[src/rtl/asram_pkg.sv]
package asram_pkg;

    localparam int LANES   = 2;
    localparam int LANE_W  = 8;
    localparam int WORD_W  = LANES * LANE_W;
    localparam int ADDR_W  = 18;

    typedef enum logic [2:0] {
        PH_IDLE   = 3'd0,
        PH_SETUP  = 3'd1,
        PH_WPULSE = 3'd2,
        PH_RACC   = 3'd3,
        PH_TURN   = 3'd4
    } phase_e;

    // Registered pin bundle toward the memory.
    typedef struct packed {
        logic             ce_n;
        logic             oe_n;
        logic             we_n;
        logic [LANES-1:0] be_n;
        logic             drive;
    } pins_t;

    localparam pins_t PINS_OFF = pins_t'({3'b111, {LANES{1'b1}}, 1'b0});

    // Latched request attributes that steer the sequence.
    typedef struct packed {
        logic             wr;
        logic [LANES-1:0] mask;
    } op_t;

    // Round a time up to whole clocks, never below a floor.
    function automatic int ns_to_cyc(int t_ns, int clk_ns, int floor_cyc);
        int c;
        c = (t_ns + clk_ns - 1) / clk_ns;
        if (c < floor_cyc) c = floor_cyc;
        return c;
    endfunction

    function automatic int max2(int a, int b);
        return (a > b) ? a : b;
    endfunction

    // Pin values belonging to each phase.
    function automatic pins_t pins_for(phase_e ph, logic [LANES-1:0] mask);
        pins_t p;
        p = PINS_OFF;
        case (ph)
            PH_SETUP: begin
                p.ce_n = 1'b0;
                p.be_n = ~mask;
            end
            PH_WPULSE: begin
                p.ce_n  = 1'b0;
                p.we_n  = 1'b0;
                p.be_n  = ~mask;
                p.drive = 1'b1;
            end
            PH_RACC: begin
                p.ce_n = 1'b0;
                p.oe_n = 1'b0;
                p.be_n = ~mask;
            end
            default: p = PINS_OFF;
        endcase
        return p;
    endfunction

endpackage

[src/rtl/asram_phase_cnt.sv]
module asram_phase_cnt #(
    parameter int CNT_W = 2
) (
    input  logic             clk,
    input  logic             rst,
    input  logic             load,
    input  logic [CNT_W-1:0] len,
    output logic             last
);
    logic [CNT_W-1:0] cnt_q;

    always_ff @(posedge clk) begin
        if (rst)
            cnt_q <= '0;
        else if (load)
            cnt_q <= len;
        else if (cnt_q != '0)
            cnt_q <= cnt_q - 1'b1;
    end

    assign last = (cnt_q == CNT_W'(1));

endmodule

[src/rtl/asram_seq.sv]
module asram_seq
    import asram_pkg::*;
#(
    parameter int AW    = ADDR_W,
    parameter int CNT_W = 2,
    parameter int S_LEN = 1,
    parameter int W_LEN = 2,
    parameter int A_LEN = 1
) (
    input  logic              clk,
    input  logic              rst,
    input  logic              req_valid,
    input  logic              req_write,
    input  logic [AW-1:0]     req_addr,
    input  logic [WORD_W-1:0] req_wdata,
    input  logic [LANES-1:0]  req_mask,
    output logic              req_ready,
    input  logic              ph_last,
    output logic              cnt_load,
    output logic [CNT_W-1:0]  cnt_len,
    output logic              cap_stb,
    output pins_t             pins_q,
    output logic [AW-1:0]     addr_q,
    output logic [WORD_W-1:0] wdata_q,
    output logic [LANES-1:0]  mask_q
);
    phase_e ph_q, ph_d;
    op_t    op_q, op_nx;
    logic   accept;
    pins_t  pins_d;

    assign req_ready = (ph_q == PH_IDLE);
    assign accept    = req_ready && req_valid;
    assign mask_q    = op_q.mask;

    always_comb begin
        ph_d     = ph_q;
        cnt_load = 1'b0;
        cnt_len  = '0;
        cap_stb  = 1'b0;
        case (ph_q)
            PH_IDLE: if (req_valid) begin
                ph_d     = PH_SETUP;
                cnt_load = 1'b1;
                cnt_len  = CNT_W'(S_LEN);
            end
            PH_SETUP: if (ph_last) begin
                cnt_load = 1'b1;
                if (op_q.wr) begin
                    ph_d    = PH_WPULSE;
                    cnt_len = CNT_W'(W_LEN);
                end else begin
                    ph_d    = PH_RACC;
                    cnt_len = CNT_W'(A_LEN);
                end
            end
            PH_WPULSE: if (ph_last) ph_d = PH_IDLE;
            PH_RACC: if (ph_last) begin
                ph_d    = PH_TURN;
                cap_stb = 1'b1;
            end
            PH_TURN: ph_d = PH_IDLE;
            default: ph_d = PH_IDLE;
        endcase
    end

    always_comb begin
        op_nx = op_q;
        if (accept) begin
            op_nx.wr   = req_write;
            op_nx.mask = req_mask;
        end
        pins_d = pins_for(ph_d, op_nx.mask);
    end

    always_ff @(posedge clk) begin
        if (rst) begin
            ph_q    <= PH_IDLE;
            pins_q  <= PINS_OFF;
            op_q    <= '0;
            addr_q  <= '0;
            wdata_q <= '0;
        end else begin
            ph_q   <= ph_d;
            pins_q <= pins_d;
            op_q   <= op_nx;
            if (accept) begin
                addr_q  <= req_addr;
                wdata_q <= req_wdata;
            end
        end
    end

endmodule

[src/rtl/asram_rdcap.sv]
module asram_rdcap
    import asram_pkg::*;
(
    input  logic              clk,
    input  logic              rst,
    input  logic              cap_stb,
    input  logic [LANES-1:0]  mask,
    input  logic [WORD_W-1:0] dq_i,
    output logic              rsp_valid,
    output logic [WORD_W-1:0] rsp_rdata
);
    logic [LANE_W-1:0] lane_q [LANES];

    for (genvar i = 0; i < LANES; i++) begin : g_lane
        always_ff @(posedge clk) begin
            if (rst)
                lane_q[i] <= '0;
            else if (cap_stb)
                lane_q[i] <= mask[i] ? dq_i[i*LANE_W +: LANE_W] : '0;
        end
        assign rsp_rdata[i*LANE_W +: LANE_W] = lane_q[i];
    end

    always_ff @(posedge clk) begin
        if (rst) rsp_valid <= 1'b0;
        else     rsp_valid <= cap_stb;
    end

endmodule

[src/rtl/asram_bridge.sv]
module asram_bridge
    import asram_pkg::*;
#(
    parameter int CLK_NS      = 5,
    parameter int ASETUP_NS   = 0,
    parameter int WPULSE_NS   = 7,
    parameter int DSETUP_NS   = 5,
    parameter int ACCESS_NS   = 10,
    parameter int OE_ACC_NS   = 5
) (
    input  logic              clk,
    input  logic              rst,
    input  logic              req_valid,
    output logic              req_ready,
    input  logic              req_write,
    input  logic [ADDR_W-1:0] req_addr,
    input  logic [WORD_W-1:0] req_wdata,
    input  logic [LANES-1:0]  req_mask,
    output logic              rsp_valid,
    output logic [WORD_W-1:0] rsp_rdata,
    output logic [ADDR_W-1:0] mem_addr,
    output logic              mem_ce_n,
    output logic              mem_oe_n,
    output logic              mem_we_n,
    output logic [LANES-1:0]  mem_be_n,
    output logic [WORD_W-1:0] mem_dq_o,
    output logic              mem_dq_oe,
    input  logic [WORD_W-1:0] mem_dq_i
);
    localparam int SU_CYC = ns_to_cyc(ASETUP_NS, CLK_NS, 1);
    localparam int WP_CYC = ns_to_cyc(max2(WPULSE_NS, DSETUP_NS), CLK_NS, 1);
    localparam int RA_CYC = max2(ns_to_cyc(OE_ACC_NS, CLK_NS, 1),
                                 ns_to_cyc(ACCESS_NS, CLK_NS, 1) - SU_CYC);
    localparam int MAX_CYC = max2(SU_CYC, max2(WP_CYC, RA_CYC));
    localparam int CNT_W   = $clog2(MAX_CYC + 1);

    logic              cnt_load, ph_last, cap_stb;
    logic [CNT_W-1:0]  cnt_len;
    pins_t             pins;
    logic [LANES-1:0]  mask_q;

    asram_phase_cnt #(.CNT_W(CNT_W)) u_cnt (
        .clk  (clk),
        .rst  (rst),
        .load (cnt_load),
        .len  (cnt_len),
        .last (ph_last)
    );

    asram_seq #(
        .AW   (ADDR_W),
        .CNT_W(CNT_W),
        .S_LEN(SU_CYC),
        .W_LEN(WP_CYC),
        .A_LEN(RA_CYC)
    ) u_seq (
        .clk      (clk),
        .rst      (rst),
        .req_valid(req_valid),
        .req_write(req_write),
        .req_addr (req_addr),
        .req_wdata(req_wdata),
        .req_mask (req_mask),
        .req_ready(req_ready),
        .ph_last  (ph_last),
        .cnt_load (cnt_load),
        .cnt_len  (cnt_len),
        .cap_stb  (cap_stb),
        .pins_q   (pins),
        .addr_q   (mem_addr),
        .wdata_q  (mem_dq_o),
        .mask_q   (mask_q)
    );

    asram_rdcap u_cap (
        .clk      (clk),
        .rst      (rst),
        .cap_stb  (cap_stb),
        .mask     (mask_q),
        .dq_i     (mem_dq_i),
        .rsp_valid(rsp_valid),
        .rsp_rdata(rsp_rdata)
    );

    assign mem_ce_n  = pins.ce_n;
    assign mem_oe_n  = pins.oe_n;
    assign mem_we_n  = pins.we_n;
    assign mem_be_n  = pins.be_n;
    assign mem_dq_oe = pins.drive;

endmodule

[config.mk]
export PLATFORM = sky130hd
export DESIGN_NAME = asram_bridge
export DESIGN_NICKNAME = d
export VERILOG_FILES = /design/src/rtl/asram_pkg.sv /design/src/rtl/asram_phase_cnt.sv /design/src/rtl/asram_seq.sv /design/src/rtl/asram_rdcap.sv /design/src/rtl/asram_bridge.sv
export SDC_FILE = /design/constraint.sdc
export NUM_CORES = 1
export LEC_CHECK = 0
export ABC_AREA = 1
export BUFFER_PORTS_ARGS = -buffer_cell sky130_fd_sc_hd__buf_4
export CORE_ASPECT_RATIO = 1.2
export CORE_MARGIN = 4
export CORE_UTILIZATION = 50
export CTS_CLUSTER_SIZE = 14
export DETAILED_ROUTE_END_ITERATION = 10
export HOLD_SLACK_MARGIN = 0.06
export PLACE_DENSITY_LB_ADDON = 0.3
export SLEW_MARGIN = 5
export SYNTH_ARGS = -nofsm -noshare
export SYNTH_HDL_FRONTEND = slang
export SYNTH_SLANG_ARGS = --single-unit
[constraint.sdc]
create_clock -name clk -period 5.75 [get_ports clk]
set_input_delay 0 -clock clk [delete_from_list [all_inputs] [get_ports clk]]
set_output_delay 0 -clock clk [all_outputs]
set_load 0.05 [all_outputs]
-- Word level (Yosys, flattened, before mapping)
Memories as Yosys holds them, arrays and structs flattened.
Cells that the tools add are included.
- logic and storage cells: 61
- memories: 1
- output and inout port bits: 58
- bits of input ports: 56
- register bits after elaboration: 49
- bits in writable memories: 16
- memory list (memory ; words ; width ; read ports ; clocked after Yosys merged registers in ; wr ports ; RTL line ; source):
    u_cap.lane_q ; 2 ; 8 ; 2 ; 0 ; 2 ; asram_rdcap.sv:12 ; logic [LANE_W-1:0] lane_q [LANES];
- add/subtract/negate cells: 1
- equal/unequal tests: 7
- reductions and logical operators: 6
- bitwise operators: 4
- multiplexer cells: 30
- operators with widths (cell ; count):
    $mux 8 ; 4
    $mux 1 ; 14
    $eq 3x2->1 const B ; 4
    $mux 3 ; 4
    $pmux 3 s4 ; 1
    $mux 2 ; 5
    $eq 3x1->1 const B ; 2
    $pmux 2 s2 ; 1
    $reduce_bool 2->1 ; 2
    $logic_not 3->1 ; 1
    $reduce_or 3->1 ; 1
    $eq 2x1->1 const B ; 1
    $not 2->2 ; 1
    $or 1x1->1 ; 2
    $pmux 1 s2 ; 1
    $reduce_or 2->1 ; 1
    $sub 2x1->2 const B ; 1
    $logic_and 1x1->1 ; 1
    $not 1->1 ; 1

-- Depth between registers and ports, before layout
Gate-level depths: netlist of run 1.
- depth in word-level cells: 7
- depth in mapped cells: 8
- depth with buffers taken out: 8

-- Cells and area by module
Synthesis of run 1 repeated with hierarchy kept, for this count alone.
- cell total of the unflattened synthesis: 294
- area total of the unflattened synthesis: 2562.5 µm²
- by module, submodules not included (module ; instances ; cells an instance ; seq. area each (µm²) ; area each (µm²)):
    asram_seq ; 1 ; 217 ; 920.9 ; 1751.7
    asram_rdcap ; 1 ; 55 ; 500.5 ; 670.6
    asram_phase_cnt ; 1 ; 22 ; 40.0 ; 140.1

-- Least setup slack after synthesis of run 1
No wires, ideal clock.
- path kind: flip-flop to flip-flop
- start point: register u_cnt.cnt_q[0]
- end point: memory u_cap.lane_q[0][0], enable pin
- required time: 5.339 ns
- setup time: 0.411 ns
- buffers on the path: 0
- clock period less this slack: 2.293 ns
- path slack: 3.457 ns
- arrival: 1.882 ns
- stages on the path, launching flop included: 4
- cell sequence: dfxtp_1 -> ha_1 -> inv_1 -> o21ai_0
- RTL lines (what ; RTL line ; source):
    from (decl) ; asram_phase_cnt.sv:10 ; logic [CNT_W-1:0] cnt_q;
    from (signal assigned) ; asram_phase_cnt.sv:16 ; cnt_q <= len;
    from (signal assigned) ; asram_phase_cnt.sv:18 ; cnt_q <= cnt_q - 1'b1;
    to (decl) ; asram_rdcap.sv:12 ;

-- Final worst setup path of run 1
- start point: register u_seq.ph_q[2]
- end point: register u_seq.pins_q[1] (netlist bit)
- word-level cells in the longest chain between the ends: 6
- elaborated cells on any way between the ends: 18
- classes of those cells: eq/ne (6); mux (6); bitwise (2); reduce/logical (4)
- ends and longest elaborated chain (what ; RTL line ; source):
    from (decl) ; asram_seq.sv:27 ; phase_e ph_q, ph_d;
    from (signal assigned) ; asram_seq.sv:84 ; ph_q <= ph_d;
    $eq 3x2->1 (tied with other cells) ; asram_seq.sv:41 ; case (ph_q)
    $pmux 3 s4 ; asram_seq.sv:41 ;
    $eq 3x1->1 / $eq 3x2->1 (equally long branches) ; asram_pkg.sv:49 ; case (ph)
    $reduce_or 3->1 (no line) ; n/a ;
    $not 1->1 (no line) ; n/a ;
    $reduce_or 2->1 (no line) ; n/a ;
    to (signal assigned) ; asram_seq.sv:85 ; pins_q <= pins_d;
    to (decl) ; asram_seq.sv:22 ; output pins_t pins_q,
Several ways; a longest one is shown, not always the timed one.
A chain may end at the register's enable or synchronous reset.

==> flow_metrics.tcl, run 1 <==
set metrics [dict create \
    status "completed" \
    postRouteAntennaNets 0 \
    viasPerCell 5.05 \
    ys.warnings.count 0 \
    cp-end-kind "flop" \
    drv_cap 0 \
    seqPwrFrac 0.413 \
    grt_max_degree 43 \
    synthAdderAreaFrac 0.0149 \
    netlist_instances 281 \
    final_cell_mix "buf_4 (115), nand2_1 (56), dlygate4sd3_1 (53), dfxtp_1 (49), nand3_1 (40)" \
    worstMarginPinSlew_ns 0.832 \
    crit_end "u_seq.pins_q[1]" \
    tns_ns 0 \
    cts_buffers 9 \
    core_area_um2 4900 \
    timing.rr.end "u_seq.pins_q[1]" \
    io_pins 114 \
    postCtsSetupRepairBufs 0 \
    clock-root-buffer "clkbuf_8" \
    powerDensity_nw_per_um2 319 \
    r2r_slack_ns 3.93 \
    cts_resized 0 \
    synthDistinctLibCells 24 \
    grt_pass1_wl_um 12200 \
    start_kind "flop" \
    grt_use_total 0.253 \
    finalHoldViolCount 0 \
    port_buffers 113 \
    area_delta_synth_final_pct 61.9 \
    worstSetupPathType "reg2reg" \
    fin_crit_sh 0.317 \
    synth_xor_area_frac 0.00347 \
    htree_levels 3 \
    drive_gt1_frac 0.307 \
    dpl.hpwl_um 4210 \
    die_h_um 85.8 \
    ff2ff_path_depth 6 \
    synth_top_family_by_area "simple AND/OR/NAND/NOR gates" \
    final_area_um2 4080 \
    clkTransAtPathRegs_ns 0.07 \
    num-fill-cells 287 \
    place_area_um2 3350 \
    num_vias 2570 \
    p_clk_frac 0.296 \
    antenna_found_initial 0 \
    mappedNetlistArea_um2 2520 \
    rsz0062_at_grt "false" \
    synth_area_per_cell_um2 8.97 \
    fin_skew_ns 0.00657 \
    worst_ep_required_time_ns 5.98 \
    ys_seq_elements 65 \
    grt_overflow_total 0 \
    fin_crit_ns 1.82 \
    muxShareOfSynthArea 0 \
    fin_total_pwr_w 0.00130 \
    p_int_w 0.000864 \
    die_w_um 72.8 \
    setup_viol 0 \
    final_cells 509 \
    netSwitchingFraction 0.335 \
    cts_sinks 65 \
    crit_arrival_ns 2.06 \
    hp-class "in2reg" \
    yosys.area_share.simple 0.241 \
    place_congestion 0.774 \
    fmax_mhz 549 \
    synth_compound_gate_area_share 0.0789 \
    dp_cells 440 \
    start_util 0.514 \
    path_max_fanout 42 \
    p_leak_nw 1.91 \
    diodes 0 \
    die-area_um2 6250 \
    first_pass_iters 4 \
    slew_violations 0 \
    p_sw_w 0.000436 \
    wl_per_cell_um 15.0 \
    syn-num-nets 340 \
    grt_pass1_vias 2638 \
    max_slew_margin 0.445 \
    clock_path_buffers 2 \
    drc 0 \
    rows 28 \
    cts_tree "yes" \
    clock_latency_ns 0.34 \
    critPathLaunch "u_seq.ph_q[2]" \
    drt_iter0_markers 148 \
    mostFrequentLayoutCell "buf_4" \
    seq_area_frac_synth 0.580 \
    layout.nets 503 \
    pwr-share-comb 0.292 \
    ir_drop_v 0.000236 \
    r2r-start "u_seq.ph_q[2]" \
    drt_wl_total_um 7640 \
]
## metrics by stage
stage	hold slack (ns)	worst slack (ns)	utilization
4_1_cts	0.0849	3.93	0.832
2_1_floorplan	0.0942	3.46	-
3_3_place_gp	0.265	3.98	0.684
5_1_grt	0.110	3.72	0.832
3_5_place_dp	0.288	3.95	0.684
6_report	0.0968	3.93	0.832
## sequential cells by signal (all words and copies together) (netlist names)
| register | cells |
|---|---|
| u_cnt.cnt_q | 2 |
| u_seq.mask_q | 2 |
| u_seq.pins_q | 6 |
| u_seq.addr_q | 18 |
| u_seq.op_q | 1 |
| u_seq.wdata_q | 16 |
| u_cap.rsp_valid | 1 |
| u_cap.lane_q | 16 |
| u_seq.ph_q | 3 |
## worst min path at each step
stage,start,endpoint,slack [ns],cells after the start
2_1_floorplan,rst,u_seq.ph_q[2],0.09,1
5_1_grt,rst,u_seq.addr_q[5],0.11,2
3_5_place_dp,req_wdata[5],u_seq.wdata_q[5],0.29,3
4_1_cts,rst,u_seq.addr_q[5],0.08,2
6_report,rst,u_seq.addr_q[5],0.1,2
3_3_place_gp,req_mask[1],u_seq.mask_q[1],0.26,3
## synth_stat cells
cell / count / area share
nor2_1: 23 / 0.034
inv_1: 27 / 0.040
a21oi_1: 36 / 0.071
nand3_2: 2 / 0.0079
buf_2: 7 / 0.014
buf_4: 1 / 0.0030
nor3_4: 2 / 0.013
nand2_4: 2 / 0.0089
nor3_1: 1 / 0.0020
edfxtp_1: 16 / 0.19
clkbuf_1: 1 / 0.0015
nand2_1: 56 / 0.083
clkbuf_4: 1 / 0.0030
o21ai_0: 2 / 0.0040
nor2_2: 2 / 0.0050
a21oi_2: 1 / 0.0035
xor2_1: 1 / 0.0035
buf_6: 4 / 0.018
buf_1: 2 / 0.0030
nand3_1: 40 / 0.079
dfxtp_1: 49 / 0.39
nor2_4: 1 / 0.0045
nand4_1: 1 / 0.0025
ha_1: 3 / 0.015
## routing by layer
metal / vias up / track usage / share of wire
li1: 1241 / - / -
met1: 1192 / 0.259 / 0.36
met2: 124 / 0.476 / 0.54
met3: 13 / 0.0598 / 0.080
met4: 0 / 0.109 / 0.014
met5: - / 0 / 0
## cells by family (layout without fill, tap and decap cells)
logic type / Yosys count / count (layout)
adders and majority gates: 3 / 3
and+or+nand+nor: 130 / 130
xor gates and xnor gates: 1 / 1
DFF: 65 / 65
buffers and inverters: 43 / 211
AOI/OAI and AO/OA: 39 / 39
## final cells by class
class,count,area (um2),area share
flip-flops and latches,65,1460,0.358
inverters,27,101,0.0248
multi-input cells,173,852,0.209
well taps,60,75.1,0.0184
repair buffers,168,1390,0.342
clock inverters,3,38.8,0.00950
clock buffers,13,159,0.0389
## critical path, cell delays in order, from the launching register on
cell and delay (ns):
dfxtp_1 0.36, nor2_4 0.18, nand3_2 0.65, nand2_1 0.25, nand2_1 0.08, nor2_1 0.14, nand2_1 0.06
## power groups by stage
stage | sequential, W | clock, W | combinational [W]
2_1_floorplan | 0.000648 | 0 | 0.000141
3_3_place_gp | 0.000542 | 0 | 0.000337
3_5_place_dp | 0.000543 | 0 | 0.000343
4_1_cts | 0.000534 | 0.000388 | 0.000373
5_1_grt | 0.000541 | 0.000408 | 0.000408
6_report | 0.000537 | 0.000385 | 0.000379
## what timing repair did
action,CTS,global route
hold buffers,53,0
endpoints found under the hold margin,55,0
endpoints found under the setup margin,0,0
(Power assumes the default switching activity.)
==> inputs of run 2 (changes only) <==
ABC_AREA = 0   (was 1)
CORE_UTILIZATION = 46   (was 50)
clock period = 1.9 ns   (was 5.75 ns; I/O delays follow)
==> flow_metrics.tcl, run 2 <==
set metrics [dict create \
    synth_edf_count 16 \
    synthTopCellsByArea "dfxtp_1 (40%), edfxtp_1 (19%), nand2_1 (12%)" \
    fin_crit_ns 1.64 \
    ys_async_sr_fraction 0 \
    netlist_instances 253 \
    num_vias 2348 \
    first_pass_iters 4 \
    yosysMostFrequentCell "nand2_1" \
    worst_ep_required_time_ns 2.10 \
    mostFrequentLayoutCell "buf_4" \
    post-place-ws_ns 0.271 \
    clkTransAtPathRegs_ns 0.06 \
    seq_area_frac_synth 0.590 \
    largest_reg_flops 18 \
    multi_input_comb_area_um2 888 \
    worstSetupPathType "reg2reg" \
    start_kind "flop" \
    synth_common_cells "nand2_1 (76), dfxtp_1 (49), a21oi_1 (39)" \
    crit_chain "or4b_4, buf_4, nand2_1, a21oi_1" \
    place_area_um2 3340 \
    finalHoldViolCount 0 \
    num-fill-cells 339 \
    slew_violations 0 \
    crit_slowest_cell "or4b_4" \
    io_pins 114 \
    drt_iter0_markers 61 \
    final_area_um2 4050 \
    fmax_mhz 611 \
    rows 29 \
    drt_wl_total_um 6810 \
    cts_tree "yes" \
    drc 0 \
    largest-register "u_seq.addr_q" \
    ys.warnings.count 0 \
    dpl.hpwl_um 4200 \
    drive_gt1_frac 0.318 \
    synth_area_per_cell_um2 9.78 \
    synth_ff_type "dfxtp_1" \
    layout.nets 479 \
    postCtsSetupRepairBufs 0 \
    hp-class "in2reg" \
    final_core_util 0.769 \
    status "completed" \
    drv_cap 0 \
    path_max_fanout 25 \
    antenna_found_initial 0 \
    postRouteAntennaNets 0 \
    synthDistinctLibCells 31 \
    viasPerCell 4.83 \
    fin_crit_sh 0.861 \
    r2r_slack_ns 0.26 \
    grt_pass1_vias 2278 \
    die_h_um 88.4 \
    ir_drop_v 0.000670 \
    clock_latency_ns 0.33 \
    max_stage_delay_ns 0.68 \
    diodes 0 \
    die-area_um2 6620 \
    core_area_um2 5260 \
    die_w_um 75.0 \
    cp-end-kind "flop" \
    clock-root-buffer "clkbuf_8" \
    area_delta_synth_final_pct 63.5 \
    fin_skew_ns 0.00778 \
    mappedNetlistArea_um2 2470 \
    grt_overflow_total 0 \
    ys_seq_elements 65 \
    reg_top3 "u_seq.addr_q: 18 flops, u_cap.lane_q: 16 flops, u_seq.wdata_q: 16 flops" \
    crit_arrival_ns 1.83 \
    cts_buffers 9 \
    tns_ns 0 \
    synth_top_area_cell "dfxtp_1" \
    fin_ws_ns 0.264 \
    clock_path_buffers 2 \
    cts_sinks 65 \
    fin_total_pwr_w 0.00355 \
    htree_levels 3 \
    grt_max_degree 52 \
    rsz0062_at_grt "false" \
    worstMarginPinSlew_ns 0.515 \
    place_congestion 0.733 \
    grt_pass1_wl_um 10400 \
    port_buffers 113 \
    syn-num-nets 312 \
    p_leak_nw 1.78 \
    setup_viol 0 \
    start_util 0.470 \
    powerDensity_nw_per_um2 877 \
    yosysTopAreaCellShare 0.396 \
    final_cell_mix "buf_4 (119), nand2_1 (76), dlygate4sd3_1 (53), dfxtp_1 (49), a21oi_1 (39)" \
    grt_use_total 0.206 \
    max_slew_margin 0.656 \
    regArea_um2 1460 \
    wl_per_cell_um 14.0 \
]
[run 2: cell types whose count changed after synthesis, moves of 3 or more]
cell,before,now
and2_1,0,17
clkbuf_1,1,8
nor2_1,23,4
inv_1,27,4
nand2_1,56,76
nand3_1,40,0
buf_2,7,1
a21oi_1,36,39
nor3b_1,0,4
nand2b_1,0,5
[run 2: routing by layer]
metal  track usage  part of all wire  vias up
met4        0.0777             0.014        0
met2         0.353              0.51       96
met1         0.229              0.39     1071
met5             0                 0        -
li1              -                 -     1174
met3        0.0795             0.088        7
[run 2: cells by family (layout without fill, tap and decap cells)]
kind of cell | count (synthesis) | in the layout | share of synthesized area
mux | 1 | 1 | 0.00404
fa+ha+maj | 3 | 3 | 0.0152
simple gates | 114 | 114 | 0.224
compound gates | 49 | 49 | 0.112
flops | 65 | 65 | 0.590
buf+inv | 20 | 191 | 0.0506
xor+xnor | 1 | 1 | 0.00354
[run 2: critical path, delay by kind of cell, from the launching register on]
kind / cells / cell delay (ns)
and+or+nand+nor: 2 / 0.78
buffers and inverters: 1 / 0.27
AOI/OAI and AO/OA: 1 / 0.06
DFF: 1 / 0.39
[run 2: final cells by class]
cell class,count,area share
Sequential cell,65,0.361
Timing Repair Buffer,172,0.352
Multi-Input combinational cell,168,0.219
Clock buffer,12,0.0411
Tap cell,62,0.0192
Clock inverter,3,0.00371
Inverter,4,0.00371
[run 2: path summary, 6_finish.rpt]
| check | from | endpoint | depth (start not counted) |
|---|---|---|---|
| setup / recovery | u_seq.ph_q[2] | u_seq.addr_q[1] | 4 |
| hold reg to reg | u_seq.addr_q[8] | u_seq.addr_q[8] | 2 |
| setup reg to reg | u_seq.ph_q[2] | u_seq.addr_q[1] | 4 |
| hold / removal | rst | u_cap.rsp_valid | 2 |
[run 2: metrics by stage]
| stage | hold WS (ns) | std cells |
|---|---|---|
| floorplan | 0.136 | 253 |
| CTS | 0.114 | 486 |
| global route | 0.147 | 486 |
| global placement | 0.246 | 418 |
| finish | 0.124 | 486 |
| detailed placement | 0.257 | 418 |
[run 2: what timing repair did]
action | CTS | global route
gates resized for setup | 0 | 0
hold buffers | 53 | 0
endpoints found under the hold margin | 55 | 0
[run 2: power by group]
group,switching [W],total (W),internal (W),leakage [nW]
registers,0.0000625,0.00157,0.00151,0.567
logic,0.000546,0.000915,0.000369,1.12
clock network,0.000485,0.00106,0.000575,0.0971
total,0.00109,0.00355,0.00246,1.78
